**src/rtl/dp_rp_pkg.sv**
```systemverilog
package dp_rp_pkg;
    localparam int FRAC_W   = 52;
    localparam int EXPF_W   = 11;
    localparam int GRS_W    = 3;
    localparam int EXP_IN_W = 13;
    localparam int MANT_W   = FRAC_W + 1 + GRS_W;
    localparam int WORD_W   = 1 + EXPF_W + FRAC_W;
    localparam int XE_W     = EXP_IN_W + 1;
    localparam int BIAS     = (1 << (EXPF_W - 1)) - 1;
    localparam int EMIN     = 1 - BIAS;
    localparam int EMAX     = BIAS;

    typedef enum logic [1:0] {
        RM_NEAR = 2'b00,
        RM_ZERO = 2'b01,
        RM_UP   = 2'b10,
        RM_DOWN = 2'b11
    } rmode_e;

    typedef struct packed {
        logic              vld;
        logic [WORD_W-1:0] word;
        logic              nx;
        logic              uf;
        logic              ov;
    } rp_state_t;
endpackage

```
**src/rtl/dp_rp_incr.sv**
```systemverilog
module dp_rp_incr
    import dp_rp_pkg::*;
(
    input  logic              sign,
    input  logic [MANT_W-1:0] mant,
    input  rmode_e            rmode,
    output logic [MANT_W:0]   sum,
    output logic              lossy
);
    localparam logic [MANT_W:0] ULP_V  = (MANT_W + 1)'(1) << GRS_W;
    localparam logic [MANT_W:0] HALF_V = (MANT_W + 1)'((1 << (GRS_W - 1)) - 1);

    logic [MANT_W:0] addend;

    always_comb begin
        lossy  = |mant[GRS_W-1:0];
        addend = '0;
        if (lossy) begin
            case (rmode)
                RM_NEAR: addend = HALF_V + (MANT_W + 1)'(mant[GRS_W]);
                RM_ZERO: addend = '0;
                RM_UP:   addend = sign ? '0 : ULP_V;
                RM_DOWN: addend = sign ? ULP_V : '0;
                default: addend = '0;
            endcase
        end
        sum = {1'b0, mant} + addend;
    end

    always_comb begin
        if (!lossy) begin
            AST_EXACT_NO_BUMP: assert (sum[MANT_W-1:0] == mant && !sum[MANT_W]);
        end
    end
endmodule

```
**src/rtl/dp_rp_srs.sv**
```systemverilog
module dp_rp_srs
    import dp_rp_pkg::*;
(
    input  logic [MANT_W-1:0] mant,
    input  logic [XE_W-1:0]   amt,
    output logic [MANT_W-1:0] shifted
);
    logic [MANT_W-1:0] lost_mask;
    logic              lost;

    always_comb begin
        lost_mask = '0;
        lost      = 1'b0;
        if (amt >= XE_W'(MANT_W)) begin
            shifted = {{(MANT_W-1){1'b0}}, |mant};
        end else begin
            lost_mask = ~({MANT_W{1'b1}} << amt);
            lost      = |(mant & lost_mask);
            shifted   = (mant >> amt) | {{(MANT_W-1){1'b0}}, lost};
        end
    end

    always_comb begin
        if (mant != '0) begin
            AST_SRS_KEEPS_NONZERO: assert (shifted != '0);
        end
    end
endmodule

```
**src/rtl/dp_round_pack.sv**
```systemverilog
module dp_round_pack
    import dp_rp_pkg::*;
(
    input  logic                clk,
    input  logic                rst_n,
    input  logic                in_valid,
    input  logic                in_sign,
    input  logic [EXP_IN_W-1:0] in_exp,
    input  logic [MANT_W-1:0]   in_mant,
    input  logic [1:0]          in_rmode,
    input  logic                in_ftz,
    input  logic                in_uf_mask,
    input  logic                flag_clr,
    output logic                out_valid,
    output logic [WORD_W-1:0]   out_result,
    output logic                flag_inexact,
    output logic                flag_underflow,
    output logic                flag_overflow
);
    localparam logic signed [XE_W-1:0] EMIN_V = XE_W'(EMIN);
    localparam logic signed [XE_W-1:0] EDGE_V = XE_W'(EMIN - 1);
    localparam logic signed [XE_W-1:0] EMAX_V = XE_W'(EMAX);
    localparam logic signed [XE_W-1:0] BIAS_V = XE_W'(BIAS);
    localparam logic [WORD_W-2:0] MAG_INF = {{EXPF_W{1'b1}}, {FRAC_W{1'b0}}};
    localparam logic [WORD_W-2:0] MAG_MAX = {{(EXPF_W-1){1'b1}}, 1'b0, {FRAC_W{1'b1}}};
    localparam logic [WORD_W-2:0] MAG_MIN = (WORD_W-1)'(1);

    rp_state_t cur_q, nxt_d;
    rmode_e    rm;

    logic signed [XE_W-1:0] xe, e1, e2, biased;
    logic [XE_W-1:0]        sh_amt;
    logic                   is_tiny, edge_carry, toward_big;
    logic [MANT_W:0]        sum0, sum1;
    logic                   lossy0, lossy1;
    logic [MANT_W-1:0]      srs_out, m1, m2;
    logic [FRAC_W:0]        sig;
    logic [WORD_W-1:0]      word;
    logic                   nx, uf, ov;
    logic                   unused_bits;

    assign rm      = rmode_e'(in_rmode);
    assign xe      = {in_exp[EXP_IN_W-1], in_exp};
    assign is_tiny = xe < EMIN_V;
    assign sh_amt  = is_tiny ? XE_W'(EMIN_V - xe) : '0;

    // rounding of the operand as presented, used for the boundary test
    dp_rp_incr u_incr_raw (
        .sign  (in_sign),
        .mant  (in_mant),
        .rmode (rm),
        .sum   (sum0),
        .lossy (lossy0)
    );

    dp_rp_srs u_srs (
        .mant    (in_mant),
        .amt     (sh_amt),
        .shifted (srs_out)
    );

    // rounding of the aligned mantissa
    dp_rp_incr u_incr_fin (
        .sign  (in_sign),
        .mant  (m1),
        .rmode (rm),
        .sum   (sum1),
        .lossy (lossy1)
    );

    assign unused_bits = ^{sum0[GRS_W:0], m2[GRS_W-1:0], biased[XE_W-1:EXPF_W]};

    always_comb begin
        edge_carry = (xe == EDGE_V) && lossy0 && sum0[MANT_W];
        toward_big = 1'b0;

        // alignment
        if (is_tiny && edge_carry) begin
            m1 = {sum0[MANT_W:GRS_W+1], {GRS_W{1'b0}}};
            e1 = EMIN_V;
        end else if (is_tiny) begin
            m1 = srs_out;
            e1 = EMIN_V;
        end else begin
            m1 = in_mant;
            e1 = xe;
        end

        // rounding with carry renormalization
        if (lossy1 && sum1[MANT_W]) begin
            m2 = sum1[MANT_W:1];
            e2 = e1 + XE_W'(1);
        end else if (lossy1) begin
            m2 = sum1[MANT_W-1:0];
            e2 = e1;
        end else begin
            m2 = m1;
            e2 = e1;
        end
        sig    = m2[MANT_W-1:GRS_W];
        biased = e2 + BIAS_V;

        // packing
        nx   = 1'b0;
        uf   = 1'b0;
        ov   = 1'b0;
        word = '0;
        if (is_tiny && in_ftz) begin
            nx         = 1'b1;
            uf         = 1'b1;
            toward_big = (rm == RM_UP && !in_sign) || (rm == RM_DOWN && in_sign);
            word       = {in_sign, toward_big ? MAG_MIN : '0};
        end else begin
            nx = (is_tiny && edge_carry) || lossy1;
            uf = lossy1 && !m1[MANT_W-1];
            if (e2 > EMAX_V) begin
                ov         = 1'b1;
                nx         = 1'b1;
                toward_big = (rm == RM_NEAR) || (rm == RM_UP && !in_sign) ||
                             (rm == RM_DOWN && in_sign);
                word       = {in_sign, toward_big ? MAG_INF : MAG_MAX};
            end else if (!sig[FRAC_W]) begin
                uf   = uf || in_uf_mask;
                word = {in_sign, {EXPF_W{1'b0}}, sig[FRAC_W-1:0]};
            end else begin
                word = {in_sign, biased[EXPF_W-1:0], sig[FRAC_W-1:0]};
            end
        end

        // next state
        nxt_d.vld  = in_valid;
        nxt_d.word = in_valid ? word : cur_q.word;
        nxt_d.nx   = (cur_q.nx && !flag_clr) || (in_valid && nx);
        nxt_d.uf   = (cur_q.uf && !flag_clr) || (in_valid && uf);
        nxt_d.ov   = (cur_q.ov && !flag_clr) || (in_valid && ov);
    end

    always_ff @(posedge clk) begin
        if (!rst_n) cur_q <= '0;
        else        cur_q <= nxt_d;
    end

    assign out_valid      = cur_q.vld;
    assign out_result     = cur_q.word;
    assign flag_inexact   = cur_q.nx;
    assign flag_underflow = cur_q.uf;
    assign flag_overflow  = cur_q.ov;

    AST_VALID_FOLLOWS: assert property (@(posedge clk) disable iff (!rst_n) in_valid |=> out_valid);
    AST_IDLE_QUIET: assert property (@(posedge clk) disable iff (!rst_n) !in_valid |=> !out_valid);
    AST_OVF_WITH_INEXACT: assert property (@(posedge clk) disable iff (!rst_n) flag_overflow |-> flag_inexact);
    AST_FLAGS_STICKY: assert property (@(posedge clk) disable iff (!rst_n) (flag_underflow && !flag_clr) |=> flag_underflow);
    AST_CLEAR_IDLE: assert property (@(posedge clk) disable iff (!rst_n) (flag_clr && !in_valid) |=> !(flag_inexact || flag_underflow || flag_overflow));
    AST_NEVER_NAN: assert property (@(posedge clk) disable iff (!rst_n) out_valid |-> !((&out_result[WORD_W-2:FRAC_W]) && (|out_result[FRAC_W-1:0])));
endmodule

```
**config.mk**
```make
export PLATFORM = sky130hd
export DESIGN_NAME = dp_round_pack
export DESIGN_NICKNAME = d
export VERILOG_FILES = /design/src/rtl/dp_rp_pkg.sv /design/src/rtl/dp_rp_incr.sv /design/src/rtl/dp_rp_srs.sv /design/src/rtl/dp_round_pack.sv
export SDC_FILE = /design/constraint.sdc
export NUM_CORES = 1
export LEC_CHECK = 0
export ABC_CLOCK_PERIOD_IN_PS = 8300
export BUFFER_PORTS_ARGS = -buffer_cell sky130_fd_sc_hd__buf_2
export CAP_MARGIN = 20
export CORE_MARGIN = 5
export CORE_UTILIZATION = 31
export DETAILED_ROUTE_END_ITERATION = 6
export MAX_ROUTING_LAYER = met4
export PLACE_DENSITY = 0.51
export REMOVE_ABC_BUFFERS = 1
export SYNTH_ARGS = -nofsm -noshare
export SYNTH_HDL_FRONTEND = slang
export SYNTH_HIERARCHICAL = 1
export SYNTH_SLANG_ARGS = --single-unit
```
**constraint.sdc**
```tcl
create_clock -name clk -period 8.3 [get_ports clk]
set_clock_uncertainty 0.1 [all_clocks]
set_input_delay 0 -clock clk [delete_from_list [all_inputs] [get_ports clk]]
set_output_delay 0 -clock clk [all_outputs]
set_load 0.05 [all_outputs]
```
==> impl_metrics.yaml <==
die:
  coreArea_um2: 42900
  rows: 76
  die_width_um: 218
  floorplan.io_pins: 146
  initial_utilization: 0.312
  die_height_um: 218
  die-area_um2: 47300
cts:
  cts_num_sinks: 68
  cts_buffers: 9
  post-cts-setup-buffers: 0
  clock_tree_from_tritoncts: "done"
  clock_path_buffers: 2
  worstSkewPairLatency_ps: 340
  clk_pin_slew_worst_paths_ps: 60
  ctsRootBufferMaster: "sky130_fd_sc_hd__clkbuf_16"
  ctsHtreeMaxLevel: 3
layout:
  areaGrowthSynthToFinish_pct: 15.4
  final_net_count: 2082
  insertedDiodeCount: 0
  post_route_cells_drive_above_1_share: 0.201
critical_path:
  worstSetupPathType: "in -> reg"
  critPathMaxStageDelay_ps: 610
  crit_path_top_delay_cell: "sky130_fd_sc_hd__or4_4"
  arrival_ps: 7920
  worst_ep_required_time_ps: 8420
  critPathLaunchType: "primary input"
  setup.worst_path.end_class: "register"
  largest_fanout_on_the_critical_path: 51
yosys:
  yosysWarningCount: 6
  netlist_instances: 1858
  post_synth_instance_area_um2: 13400
  post_synth.cell_area_avg_um2: 7.19
global_route:
  grt_pass1_vias: 14378
  grt_max_degree: 94
  grt.total_usage: 0.253
  global_route_wire_length_before_repair_mm: 91.3
  grt_remaining_overflow: 0
  grt_antenna_before_repair: 1
place:
  hpwlAfterDp_mm: 47.1
  numPortBuffers: 145
  gpl.final_weighted_congestion: 1.06
sta:
  worst_slew_margin_rel: 0.370
  max_freq_ghz: 0.128
  fin_crit_ps: 7790
  hold_slack_ps: 88.5
  rsz0062_at_grt: "false"
  period_share: 0.939
  worst_slew_pin_slew_ps: 937
  timing.setup.tns_ps: 0
  slew_viol_final: 0
  timing.final.hold_violations: 0
  finalSetupViolations: 0
route:
  drcViolationCount: 0
  route.detailed.wl_per_inst_um: 23.9
  drt-vias-per-instance: 5.97
  drt_pre_antenna_iters: 7
  total_via_count_after_detailed_routing: 15381
  drtAntennaViolNets: 0
  dr.first_iter.drc_count: 1788
  wirelength_mm: 61.5
pwr:
  post-layout-total-power_mw: 1.63
  ir_worst_vdd_v: 0.0000925
  power.static_leakage_nw: 5.54
  power_density_nw_per_um2: 106
status:
  outcome: "complete, no violations"
hold_path:
  timing.hold.worst.class: "in -> reg"
run:
  cap_viol_max_count: 0
-- through the flow --
stage          instance area [µm²]  worst slack, ps  std cells   util
5_1_grt                      15400             30.6       2578  0.360
2_1_floorplan                12600           -14860       1718      -
3_3_place_gp                 15000            -48.3       2555  0.350
3_5_place_dp                 15000             -154       2555  0.350
4_1_cts                      15400              168       2577  0.359
6_report                     15400              507       2578  0.360
-- what timing repair did --
action / CTS / global route
hold endpoints to repair: 7 / 0
resized for setup: 0 / 5
endpoints found under the setup margin: 0 / 66
hold buffers: 6 / 0
-- report_power, final --
part / internal [mW] / switching (mW)
logic: 0.285 / 0.589
clock network: 0.234 / 0.159
registers: 0.353 / 0.0145
total: 0.872 / 0.762
-- registers in the layout (all words and copies together) (netlist names) --
| name | cells |
|---|---|
| out_result | 64 |
| flag_inexact | 1 |
| flag_overflow | 1 |
| flag_underflow | 1 |
| out_valid | 1 |
-- layout make-up --
type,instances,area (µm²)
well taps,585,732
inverters,40,150
clock buffers,9,225
multi-input cells,1611,11200
fillers,4671,27500
repair buffers,258,1640
flip-flops and latches,68,1360
clock inverters,7,76.3
-- placed cells by master, fill, tap and decap left out, drive strengths merged, types with 8 or more instances in the layout --
master,count
xnor2,76
mux4,47
nand4,57
nand2,281
nand2b,8
o211ai,62
and4,14
buf,252
a31oi,9
mux2,28
nor4,29
and3,25
nor2b,12
ha,14
a21oi,82
clkbuf,9
dfxtp,68
and2,18
nor3,59
or3,13
o22ai,17
inv,41
xor2,54
a211oi,31
o21ai,100
nor2,152
nand3b,8
mux2i,166
nand3,132
-- worst paths after layout --
check                       from  slack, ps  cells after the start              to
hold reg to reg   out_result[16]        350                      2  out_result[16]
setup / recovery       in_exp[4]        510                     32  out_result[27]
setup reg to reg   out_result[0]       7340                      2   out_result[0]
hold / removal         in_exp[7]         90                      4  out_result[59]
-- worst max-delay path: cells and delay by family --
family                   cells  cell delay, ps
AO/OA/AOI/OAI                6            1250
multiplexers                 2            1010
AND/OR/NAND/NOR             18            4240
buffers and inverters        5            1060
adder cells (fa/ha/maj)      1             290
-- per-layer routing --
layer,up-vias,part of all wire,GRT usage,wire (µm)
met5,-,0,-,0
met4,0,0.045,0.0999,2760
met3,154,0.069,0.0310,4250
met2,737,0.45,0.392,27700
li1,7126,-,-,-
met1,7364,0.44,0.339,26800
(Power assumes the default switching activity.)
